<file path="src/rtl/disp_ctrl_pkg.sv">
package disp_ctrl_pkg;
  localparam int DATA_W = 32;

  localparam int B_LED   = 0;
  localparam int B_PRES  = 1;
  localparam int B_BOOT  = 2;
  localparam int B_RST   = 3;
  localparam int B_BEN   = 8;
  localparam int B_UP    = 9;
  localparam int B_DN    = 10;
  localparam int B_PATH  = 11;
  localparam int B_EN0   = 14;
  localparam int B_EN1   = 15;
  localparam int B_FH    = 16;
  localparam int B_FV    = 17;
  localparam int B_AUX   = 18;
  localparam int B_DEPTH = 19;
  localparam int B_FLASH = 20;

  // Bits that never hold state: the reset request and the presence input.
  localparam logic [DATA_W-1:0] STORE_MASK =
    ~((DATA_W'(1) << B_RST) | (DATA_W'(1) << B_PRES));

  typedef enum logic [1:0] {
    PATH_NONE,
    PATH_GENERIC,
    PATH_PANEL,
    PATH_VGA
  } path_e;

  function automatic path_e path_of(input logic [2:0] code);
    case (code)
      3'b001:          return PATH_GENERIC;
      3'b011, 3'b100:  return PATH_PANEL;
      3'b111:          return PATH_VGA;
      default:         return PATH_NONE;
    endcase
  endfunction
endpackage

</file>
<file path="src/rtl/rst_sync.sv">
module rst_sync #(
  parameter int STAGES = 2
) (
  input  logic clk,
  input  logic rst_in_n,
  output logic rst_out_n
);
  logic [STAGES-1:0] chain_q;
  logic [STAGES-1:0] chain_d;

  always_comb begin
    chain_d = {chain_q[STAGES-2:0], 1'b1};
  end

  always_ff @(posedge clk or negedge rst_in_n) begin
    if (!rst_in_n) chain_q <= '0;
    else           chain_q <= chain_d;
  end

  assign rst_out_n = chain_q[STAGES-1];
endmodule

</file>
<file path="src/rtl/reg_decode.sv">
module reg_decode #(
  parameter int              ADDR_W     = 8,
  parameter logic [ADDR_W-1:0] REG_OFFSET = 8'h0C
) (
  input  logic              sel,
  input  logic              wr,
  input  logic [ADDR_W-1:0] addr,
  output logic              wr_hit,
  output logic              rd_hit
);
  logic addr_match;

  always_comb begin
    addr_match = (addr == REG_OFFSET);
    wr_hit     = sel && wr && addr_match;
    rd_hit     = sel && !wr && addr_match;
  end
endmodule

</file>
<file path="src/rtl/ctrl_store.sv">
module ctrl_store
  import disp_ctrl_pkg::*;
(
  input  logic              clk,
  input  logic              rst_n,
  input  logic              wr_hit,
  input  logic [DATA_W-1:0] wdata,
  output logic [DATA_W-1:0] ctrl_q,
  output logic              rst_pulse
);
  logic [DATA_W-1:0] ctrl_d;
  logic              ctrl_en;
  logic              rst_pulse_d;

  always_comb begin
    ctrl_en     = wr_hit;
    ctrl_d      = wdata & STORE_MASK;
    rst_pulse_d = wr_hit && wdata[B_RST];
  end

  always_ff @(posedge clk or negedge rst_n) begin
    if (!rst_n) begin
      ctrl_q <= '0;
    end else if (ctrl_en) begin
      ctrl_q <= ctrl_d;
    end
  end

  always_ff @(posedge clk or negedge rst_n) begin
    if (!rst_n) rst_pulse <= 1'b0;
    else        rst_pulse <= rst_pulse_d;
  end

  assert_hold_when_idle_R1: assert property (@(posedge clk) disable iff (!rst_n)
    !wr_hit |=> $stable(ctrl_q));

  assert_rst_pulse_cause_R4: assert property (@(posedge clk) disable iff (!rst_n)
    rst_pulse |-> $past(wr_hit && wdata[B_RST]));
endmodule

</file>
<file path="src/rtl/bias_step.sv">
module bias_step #(
  parameter int LVL_W = 6
) (
  input  logic             clk,
  input  logic             rst_n,
  input  logic             wr_hit,
  input  logic             new_up,
  input  logic             new_dn,
  input  logic             new_ben,
  input  logic             new_depth,
  input  logic             old_up,
  input  logic             old_dn,
  output logic             up_pulse,
  output logic             dn_pulse,
  output logic [LVL_W-1:0] level
);
  localparam logic [LVL_W-1:0] LVL_MAX = '1;
  localparam logic [LVL_W-1:0] LVL_MIN = '0;
  localparam logic [LVL_W-1:0] LVL_MID = {1'b1, {(LVL_W-1){1'b0}}};

  logic             gate_ok;
  logic             up_d;
  logic             dn_d;
  logic [LVL_W-1:0] level_d;
  logic             level_en;

  always_comb begin
    gate_ok  = wr_hit && new_ben && new_depth;
    up_d     = gate_ok && new_up && !old_up;
    dn_d     = gate_ok && new_dn && !old_dn;
    level_en = 1'b0;
    level_d  = level;
    if (up_d && !dn_d && level != LVL_MAX) begin
      level_en = 1'b1;
      level_d  = level + 1'b1;
    end else if (dn_d && !up_d && level != LVL_MIN) begin
      level_en = 1'b1;
      level_d  = level - 1'b1;
    end
  end

  always_ff @(posedge clk or negedge rst_n) begin
    if (!rst_n) begin
      up_pulse <= 1'b0;
      dn_pulse <= 1'b0;
    end else begin
      up_pulse <= up_d;
      dn_pulse <= dn_d;
    end
  end

  always_ff @(posedge clk or negedge rst_n) begin
    if (!rst_n)        level <= LVL_MID;
    else if (level_en) level <= level_d;
  end

  assert_up_step_R6: assert property (@(posedge clk) disable iff (!rst_n)
    (up_pulse && !dn_pulse) |->
      ((level == $past(level) + 1'b1) || ($past(level) == LVL_MAX && level == LVL_MAX)));

  assert_dn_step_R7: assert property (@(posedge clk) disable iff (!rst_n)
    (dn_pulse && !up_pulse) |->
      ((level == $past(level) - 1'b1) || ($past(level) == LVL_MIN && level == LVL_MIN)));

  assert_level_quiet_R11: assert property (@(posedge clk) disable iff (!rst_n)
    (up_pulse == dn_pulse) |-> $stable(level));
endmodule

</file>
<file path="src/rtl/disp_ctrl_reg.sv">
module disp_ctrl_reg
  import disp_ctrl_pkg::*;
#(
  parameter int                ADDR_W     = 8,
  parameter logic [ADDR_W-1:0] REG_OFFSET = 8'h0C,
  parameter int                LVL_W      = 6,
  parameter int                SYNC_STG   = 2
) (
  input  logic              clk,
  input  logic              rst_n,
  input  logic              bus_sel,
  input  logic              bus_wr,
  input  logic [ADDR_W-1:0] bus_addr,
  input  logic [31:0]       bus_wdata,
  output logic [31:0]       bus_rdata,
  input  logic              board_absent,
  output logic              led,
  output logic              boot_sram,
  output logic              bias_en,
  output logic              lcd_en0,
  output logic              lcd_en1,
  output logic              flip_h,
  output logic              flip_v,
  output logic              panel_aux,
  output logic              depth_18b,
  output logic              flash_wr_en,
  output logic              path_generic,
  output logic              path_panel,
  output logic              path_vga,
  output logic              bias_up_pulse,
  output logic              bias_dn_pulse,
  output logic [LVL_W-1:0]  bias_level,
  output logic              sys_rst_pulse
);
  logic              rst_i_n;
  logic              wr_hit;
  logic              rd_hit;
  logic [DATA_W-1:0] ctrl_q;
  logic [DATA_W-1:0] readback;
  path_e             path_sel;

  rst_sync #(.STAGES(SYNC_STG)) u_rst_sync (
    .clk       (clk),
    .rst_in_n  (rst_n),
    .rst_out_n (rst_i_n)
  );

  reg_decode #(.ADDR_W(ADDR_W), .REG_OFFSET(REG_OFFSET)) u_decode (
    .sel    (bus_sel),
    .wr     (bus_wr),
    .addr   (bus_addr),
    .wr_hit (wr_hit),
    .rd_hit (rd_hit)
  );

  ctrl_store u_store (
    .clk       (clk),
    .rst_n     (rst_i_n),
    .wr_hit    (wr_hit),
    .wdata     (bus_wdata),
    .ctrl_q    (ctrl_q),
    .rst_pulse (sys_rst_pulse)
  );

  bias_step #(.LVL_W(LVL_W)) u_bias (
    .clk       (clk),
    .rst_n     (rst_i_n),
    .wr_hit    (wr_hit),
    .new_up    (bus_wdata[B_UP]),
    .new_dn    (bus_wdata[B_DN]),
    .new_ben   (bus_wdata[B_BEN]),
    .new_depth (bus_wdata[B_DEPTH]),
    .old_up    (ctrl_q[B_UP]),
    .old_dn    (ctrl_q[B_DN]),
    .up_pulse  (bias_up_pulse),
    .dn_pulse  (bias_dn_pulse),
    .level     (bias_level)
  );

  always_comb begin
    readback         = ctrl_q;
    readback[B_RST]  = 1'b0;
    readback[B_PRES] = board_absent;
    bus_rdata        = rd_hit ? readback : '0;
  end

  always_comb begin
    led         = ctrl_q[B_LED];
    boot_sram   = ctrl_q[B_BOOT];
    bias_en     = ctrl_q[B_BEN];
    lcd_en0     = ctrl_q[B_EN0];
    lcd_en1     = ctrl_q[B_EN1];
    flip_h      = ctrl_q[B_FH];
    flip_v      = ctrl_q[B_FV];
    panel_aux   = ctrl_q[B_AUX];
    depth_18b   = ctrl_q[B_DEPTH];
    flash_wr_en = ctrl_q[B_FLASH];
  end

  always_comb begin
    path_sel     = path_of(ctrl_q[B_PATH +: 3]);
    path_generic = (path_sel == PATH_GENERIC);
    path_panel   = (path_sel == PATH_PANEL);
    path_vga     = (path_sel == PATH_VGA);
  end

  assert_path_exclusive_R9: assert property (@(posedge clk) disable iff (!rst_i_n)
    $onehot0({path_generic, path_panel, path_vga}));

  assert_rst_reads_zero_R4: assert property (@(posedge clk) disable iff (!rst_i_n)
    bus_rdata[B_RST] == 1'b0);

  assert_step_gated_R8: assert property (@(posedge clk) disable iff (!rst_i_n)
    (bias_up_pulse || bias_dn_pulse) |-> (bias_en && depth_18b));

  assert_presence_live_R5: assert property (@(posedge clk) disable iff (!rst_i_n)
    rd_hit |-> (bus_rdata[B_PRES] == board_absent));
endmodule

</file>
<file path="config.mk">
export PLATFORM = sky130hd
export DESIGN_NAME = disp_ctrl_reg
export DESIGN_NICKNAME = d
export VERILOG_FILES = /design/src/rtl/disp_ctrl_pkg.sv /design/src/rtl/rst_sync.sv /design/src/rtl/reg_decode.sv /design/src/rtl/ctrl_store.sv /design/src/rtl/bias_step.sv /design/src/rtl/disp_ctrl_reg.sv
export SDC_FILE = /design/constraint.sdc
export NUM_CORES = 1
export LEC_CHECK = 0
export BUFFER_PORTS_ARGS = -buffer_cell sky130_fd_sc_hd__buf_2
export CAP_MARGIN = 20
export CORE_MARGIN = 2
export CORE_UTILIZATION = 50
export CTS_CLUSTER_SIZE = 40
export DETAILED_ROUTE_END_ITERATION = 10
export PLACE_DENSITY = 0.89
export SYNTH_ARGS = -nofsm -noshare
export SYNTH_HDL_FRONTEND = slang
export SYNTH_SLANG_ARGS = --single-unit
</file>
<file path="constraint.sdc">
create_clock -name clk -period 4.7 [get_ports clk]
set_clock_uncertainty 0.05 [all_clocks]
set_input_delay 0.705 -clock clk [delete_from_list [all_inputs] [get_ports clk]]
set_output_delay 0.705 -clock clk [all_outputs]
set_load 0.02 [all_outputs]
</file>
; ---- Word level (Yosys, flattened, before mapping)
; Cells that the tools add are included.
[totals]
output_inout_bits = 54
in_bits = 45
reg_bits = 41
wordCells = 47
[op_classes]
n_reduce_logical = 24
add_sub_neg = 2
n_eq_ne = 9
mux = 6
[ops]
columns = op, count
row1 = two-way mux 32 bit, 1
row2 = logical AND 1 bit, 15
row3 = two-way mux 6 bit, 2
row4 = "== test 8 x 4 -> 1 bit, second input constant", 1
row5 = "adder 6 x 1 -> 6 bit, second input constant", 1
row6 = "== test 3 bit, second input constant", 2
row7 = "inequality test 6 bit, second input constant", 1
row8 = one-hot mux 2 bit (3 select lines), 1
row9 = nonzero test 6 bit, 1
row10 = "subtractor 6 x 1 -> 6 bit, second input constant", 1
row11 = zero test 1 bit, 5
row12 = "== test 2 bit, second input constant", 2
row13 = "== test 3 x 1 -> 1 bit, second input constant", 1
row14 = "== test 3 x 2 -> 1 bit, second input constant", 1
row15 = "== test 2 x 1 -> 1 bit, second input constant", 1
row16 = two-way mux 1 bit, 2
row17 = AND reduction 2 bit, 1
row18 = nonzero test 2 bit, 1
row19 = OR reduction 2 bit, 1

; ---- Depth between registers and ports, before layout
[depth]
word_depth = 12
mapped_depth = 12
depth_no_buf = 11

; ---- Cells and area by module
; From an unflattened synthesis, not the netlist that was laid out.
[hier_totals]
cells_unflattened = 163
hier_area_um2 = 2134.5
[modules_own_cells]
columns = module, instances, area_each_um2, seq_area_each_um2, cells_per_inst
row1 = ctrl_store, 1, 1172.4, 775.7, 68
row2 = bias_step, 1, 578.1, 201.4, 47
row3 = disp_ctrl_reg, 1, 289.0, 0.0, 41
row4 = rst_sync, 1, 53.8, 50.0, 3
row5 = reg_decode, 1, 41.3, 0.0, 4

; ---- Least setup slack after synthesis
; No wires, ideal clock.
[synth_path]
path_kind = in2reg
from = in bus_addr[1]
to = reg u_bias.level[5]
path_stages = 11
t_required_ps = 4575
n_path_buf = 1
setup_time_ps = 75
arrival_time_ps = 3111
slack_ps = 1465
cell_sequence = or4_4 nor3_4 and3_1 buf_6 nand4_1 ha_1 a211oi_1 o21bai_1 a21oi_1 mux2i_1 xor2_1
[synth_between]
elab_chain_len = 12
word_cells_on_any_way = 19
classes_between = 1 x eq/ne / 3 x mux / 15 x reduce/logical
[synth_lines]
columns = item, line_no
row1 = "start, declared", disp_ctrl_reg.sv:13  ; input logic [ADDR_W-1:0] bus_addr,
row2 = == test 8 x 4 -> 1 bit *, reg_decode.sv:14  ; addr_match = (addr == REG_OFFSET);
row3 = logical AND 1 bit *, reg_decode.sv:15  ; wr_hit = sel && wr && addr_match;
row4 = logical AND 1 bit * (2 in a row), bias_step.sv:28  ; gate_ok = wr_hit && new_ben && new_depth;
row5 = logical AND 1 bit (2 in a row), bias_step.sv:29  ; up_d = gate_ok && new_up && !old_up;
row6 = zero test 1 bit, bias_step.sv:36  ; end else if (dn_d && !up_d && level != LVL_MIN) begin
row7 = logical AND 1 bit (2 in a row), bias_step.sv:36
row8 = two-way mux 1 bit, bias_step.sv:36
row9 = two-way mux 1 bit, bias_step.sv:33  ; if (up_d && !dn_d && level != LVL_MAX) begin
row10 = AND reduction 2 bit (no source line), -
row11 = "end signal, assigned", bias_step.sv:54  ; else if (level_en) level <= level_d;
row12 = "end, declared", bias_step.sv:15  ; output logic [LVL_W-1:0] level
; Mark *: on every way between the ends. The rest lies on a longest branch, timed or not.
; A chain may end at the register's enable or synchronous reset.

; ---- Worst setup path in the final report
[layout_path]
from = in bus_addr[1]
to = out bus_rdata[9]
[layout_between]
elab_chain_len = 3
[layout_lines]
columns = item, line_no
row1 = == test 8 x 4 -> 1 bit, reg_decode.sv:14
row2 = logical AND 1 bit, reg_decode.sv:16  ; rd_hit = sel && !wr && addr_match;
row3 = two-way mux 32 bit, disp_ctrl_reg.sv:84  ; bus_rdata = rd_hit ? readback : '0;
row4 = "end, declared", disp_ctrl_reg.sv:15  ; output logic [31:0] bus_rdata,
; Every way passes these cells.

==> results by stage <==
Status:
- The flow ran to the end, and the final reports show no timing, DRC or antenna violations.

Run:
- Across the run, the number of max-cap violations was 0.

Logic synthesis:
- Counting every net in the synthesized netlist gives around 290.
- The number of warning messages in the yosys log is 0.
- The fraction of post-synthesis cell area in the top cell type by area is 0.480.
- The count of flip-flops with a built-in enable after synthesis is 0.
- The dominant register cell in the synthesized netlist is dfrtp_1.
- In the synthesized netlist the async set-or-reset flop fraction comes to 1.00.
- The share of synthesized area occupied by flip-flops and latches is 0.493.
- The register bit count reported by yosys is 41.
- The average instance area after synthesis is approximately 8.8 um2.
- The instance count of the mapped netlist is ~240.
- In the post-synthesis netlist, the biggest area contributors are dfrtp_1 48%, nand2_1 18%, and2_1 9.6%.
- The largest area contributor in the synthesized netlist is dfrtp_1.
- The mapped netlist covers between 2000 and 2500 um2.
- Synthesis instantiated 36 different standard cells from the library.

Clock tree:
- TritonCTS built the clock tree.
- The cell at the root of the clock tree is clkbuf_8.
- The post-cts hold buffer count is 0.
- The clock transition at the registers of the reported paths is 80 ps.
- The buffer depth of the longest clock path is 2.
- Once the clock tree was built, the resizer swapped 0 gates to a different size.
- The number of setup buffers added after CTS is 0.
- The later pin in the worst-skew pair is clocked with a latency of around 290 ps.
- For this design, the sink count on the clock tree is 41.
- Counting the buffers created by CTS gives 5.
- The total number of H-tree levels is 2.

Worst setup path:
- Along the worst path, the maximum fanout reaches 31.
- The element type at the critical path start is an input port.
- The setup path with the least slack is of type input port to output port.
- Data arrives at the worst endpoint at between 2000 and 3000 ps.
- Measured in cells, the most critical reg-to-reg path has a length of 9.
- For flop-to-flop paths, the worst setup slack is between 2000 and 2500 ps.
- The endpoint type of the worst setup path is an output port.
- The required time of the critical path is 3940 ps.

Layout:
- Leaving out fill and tap cells, the most frequent cells in the layout are 98 x nand2_1, 96 x buf_2, 39 x dfrtp_1, 32 x and2_1, 6 x o21ai_0.
- The relative area change from synthesis to final layout is 29.0%.
- The net count reported at finish is 381.
- The most common cell after layout, fill and taps aside is nand2_1.
- 0 antenna diodes ended up in the layout.
- Of the cells placed in the final design, the portion with a size suffix greater than 1 is 0.343.
- The finished cells cover between 2000 and 3000 um2.

STA:
- For this run, the top clock speed supported by timing is roughly 290 MHz.
- The final worst hold slack is 129 ps.
- The relative max-transition margin is 0.416.
- The total negative slack for setup checks is 0 ps.
- Setup repair after global routing left no endpoint under its margin.
- The final count of pins violating max slew is 0.
- The minimum clock period is 3510 ps.
- Once routing completed, OpenROAD measured the worst setup slack at approximately 1200 ps.
- At the pin with the least slew margin, the transition time is 875 ps.
- The final setup violation count is 0.
- Dividing the final minimum period by the clock period gives 0.746.
- The final count of hold timing violations is 0.

GRT:
- For met1 alone, demand over resource in global routing was 0.257.
- After global routing the overflow that remains totals 0.
- The global routing met2 resource utilization is 0.353.
- The pin count of the biggest net entering global routing is 40.
- The first global-routing pass estimated 7.15 mm of wire.
- The global-route track usage on met3 is 0.0455.
- The number of global-route vias before repair is roughly 1.6k.
- The number of antenna violations at the first check in global routing came to 0.
- The layer flagged by global routing as most heavily used is met2.
- Across every metal layer, demand over resource in global routing totals 0.208.

Die:
- For this configuration, the core starts out at a cell density of 0.521.
- The area of the placeable core is 4000 um2.
- The horizontal die dimension is between 60 and 70 um.
- The area of the die is ~4700 um2.
- Row generation in the floorplan step produced 23 rows.
- The height of the die is a little under 70 um.
- The number of I/O pins is just under 100.

Route:
- The count of vias placed by the detailed router is between 1.5k and 2k.
- The average wire per cell in the routed design is approximately 12 um.
- The number of iterations in the first detailed-routing pass is 4.
- The number of nets with antenna violations after detailed routing is 0.
- The average via count per standard cell is about 4.8.
- For this run, design rule violations remaining after detail routing come to 0.
- The wire length after detailed routing is between 4 and 5 mm.
- The first routing iteration left 75 violations.

Placement:
- The final estimated routing congestion in global placement is ~0.8.
- After detailed placement, the total cell area comes to roughly 2600 um2.
- In this run the tool buffered the top-level ports with 96 buffer cells.
- Before CTS, the worst setup slack after placement is approximately 1100 ps.
- The detailed-placement wirelength estimate is about 3.3 mm.

Power and ir drop:
- The worst vdd rail ir drop is approximately 0.00017 V.
- Summed over all cells, the static leakage comes to around 1.6 nW.
- The power density of the placed cells is about 280 nW/um2.

Hold path:
- The worst hold path belongs to the class input port to asynchronous set/reset pin.
==> power breakdown <==
group	leakage, nW	switching, mW	internal, mW	total [mW]
Combinational	1.02	0.0195	0.0201	0.0396
Sequential	0.561	0.0107	0.360	0.371
Clock	0.0681	0.118	0.211	0.329
Total	1.65	0.148	0.591	0.740
==> final timing paths <==
check | start | endpoint
max | bus_addr[1] | bus_rdata[9]
min | rst_n | u_rst_sync.chain_q[1]$_DFF_PN0_
max reg2reg | u_store.ctrl_q[9]$_DFFE_PN0N_ | u_bias.level[5]$_DFFE_PN1P_
min reg2reg | u_rst_sync.chain_q[0]$_DFF_PN0_ | u_rst_sync.chain_q[1]$_DFF_PN0_
max in group asynchronous | u_rst_sync.chain_q[1]$_DFF_PN0_ | u_store.ctrl_q[27]$_DFFE_PN0N_
min in group clk | u_rst_sync.chain_q[0]$_DFF_PN0_ | u_rst_sync.chain_q[1]$_DFF_PN0_
==> routing by layer <==
metal	up-vias	routed length, um
li1	933	-
met1	839	1850
met2	54	2280
met3	10	242
met4	0	99
met5	-	0
==> cells by family after synthesis <==
kind of cell,count (synthesis),share of synthesized area
AND/OR/NAND/NOR,152,0.344
flip-flops,41,0.493
AO/OA/AOI/OAI,16,0.0504
buffers and inverters,15,0.0498
adder cells (fa/ha/maj),5,0.0336
XOR/XNOR,5,0.0210
other,2,0.00360
multiplexers,1,0.00480
==> worst max-delay path, stage by stage <==
cell,delay (ps)
buf_2,90
or4_4,530
nor3_4,230
nand2_1,100
nor2_2,670
and2_1,240
buf_2,170
==> final cells by class <==
cell class | instances | area [um2]
Fill cell | 350 | 1310
Sequential cell | 41 | 1030
Multi-Input combinational cell | 181 | 952
Timing Repair Buffer | 98 | 495
Clock buffer | 5 | 68.8
Clock inverter | 3 | 65.1
Tap cell | 50 | 62.6
Inverter | 4 | 15.0
==> through the flow <==
| stage | cells | power, mW | util |
|---|---|---|---|
| 4_1_cts | 382 | 0.746 | 0.672 |
| 3_3_place_gp | 374 | 0.416 | 0.638 |
| 5_1_grt | 382 | 0.767 | 0.672 |
| 6_report | 382 | 0.740 | 0.672 |
| 2_1_floorplan | 237 | 0.392 | - |
| 3_5_place_dp | 374 | 0.418 | 0.638 |
==> flip-flops by register name, indices dropped and copies added, names as in the netlist <==
signal / cells
u_store.ctrl_q: 30
u_bias.level: 6
u_rst_sync.chain_q: 2
u_bias.dn_pulse: 1
u_bias.up_pulse: 1
u_store.rst_pulse: 1
==> synthesized netlist by cell type (2+ instances only) <==
cell	count
nor2_1	3
o21ai_0	6
nand3_1	3
buf_6	5
a21o_1	2
nor2b_1	2
inv_1	4
dfrtp_1	40
conb_1	2
and2_1	32
a21oi_1	3
a211oi_1	2
buf_2	2
clkbuf_2	3
and3_1	2
nand2_1	98
nand4_1	3
ha_1	4
xor2_1	4
No activity file was read; power rests on OpenSTA's default activity.
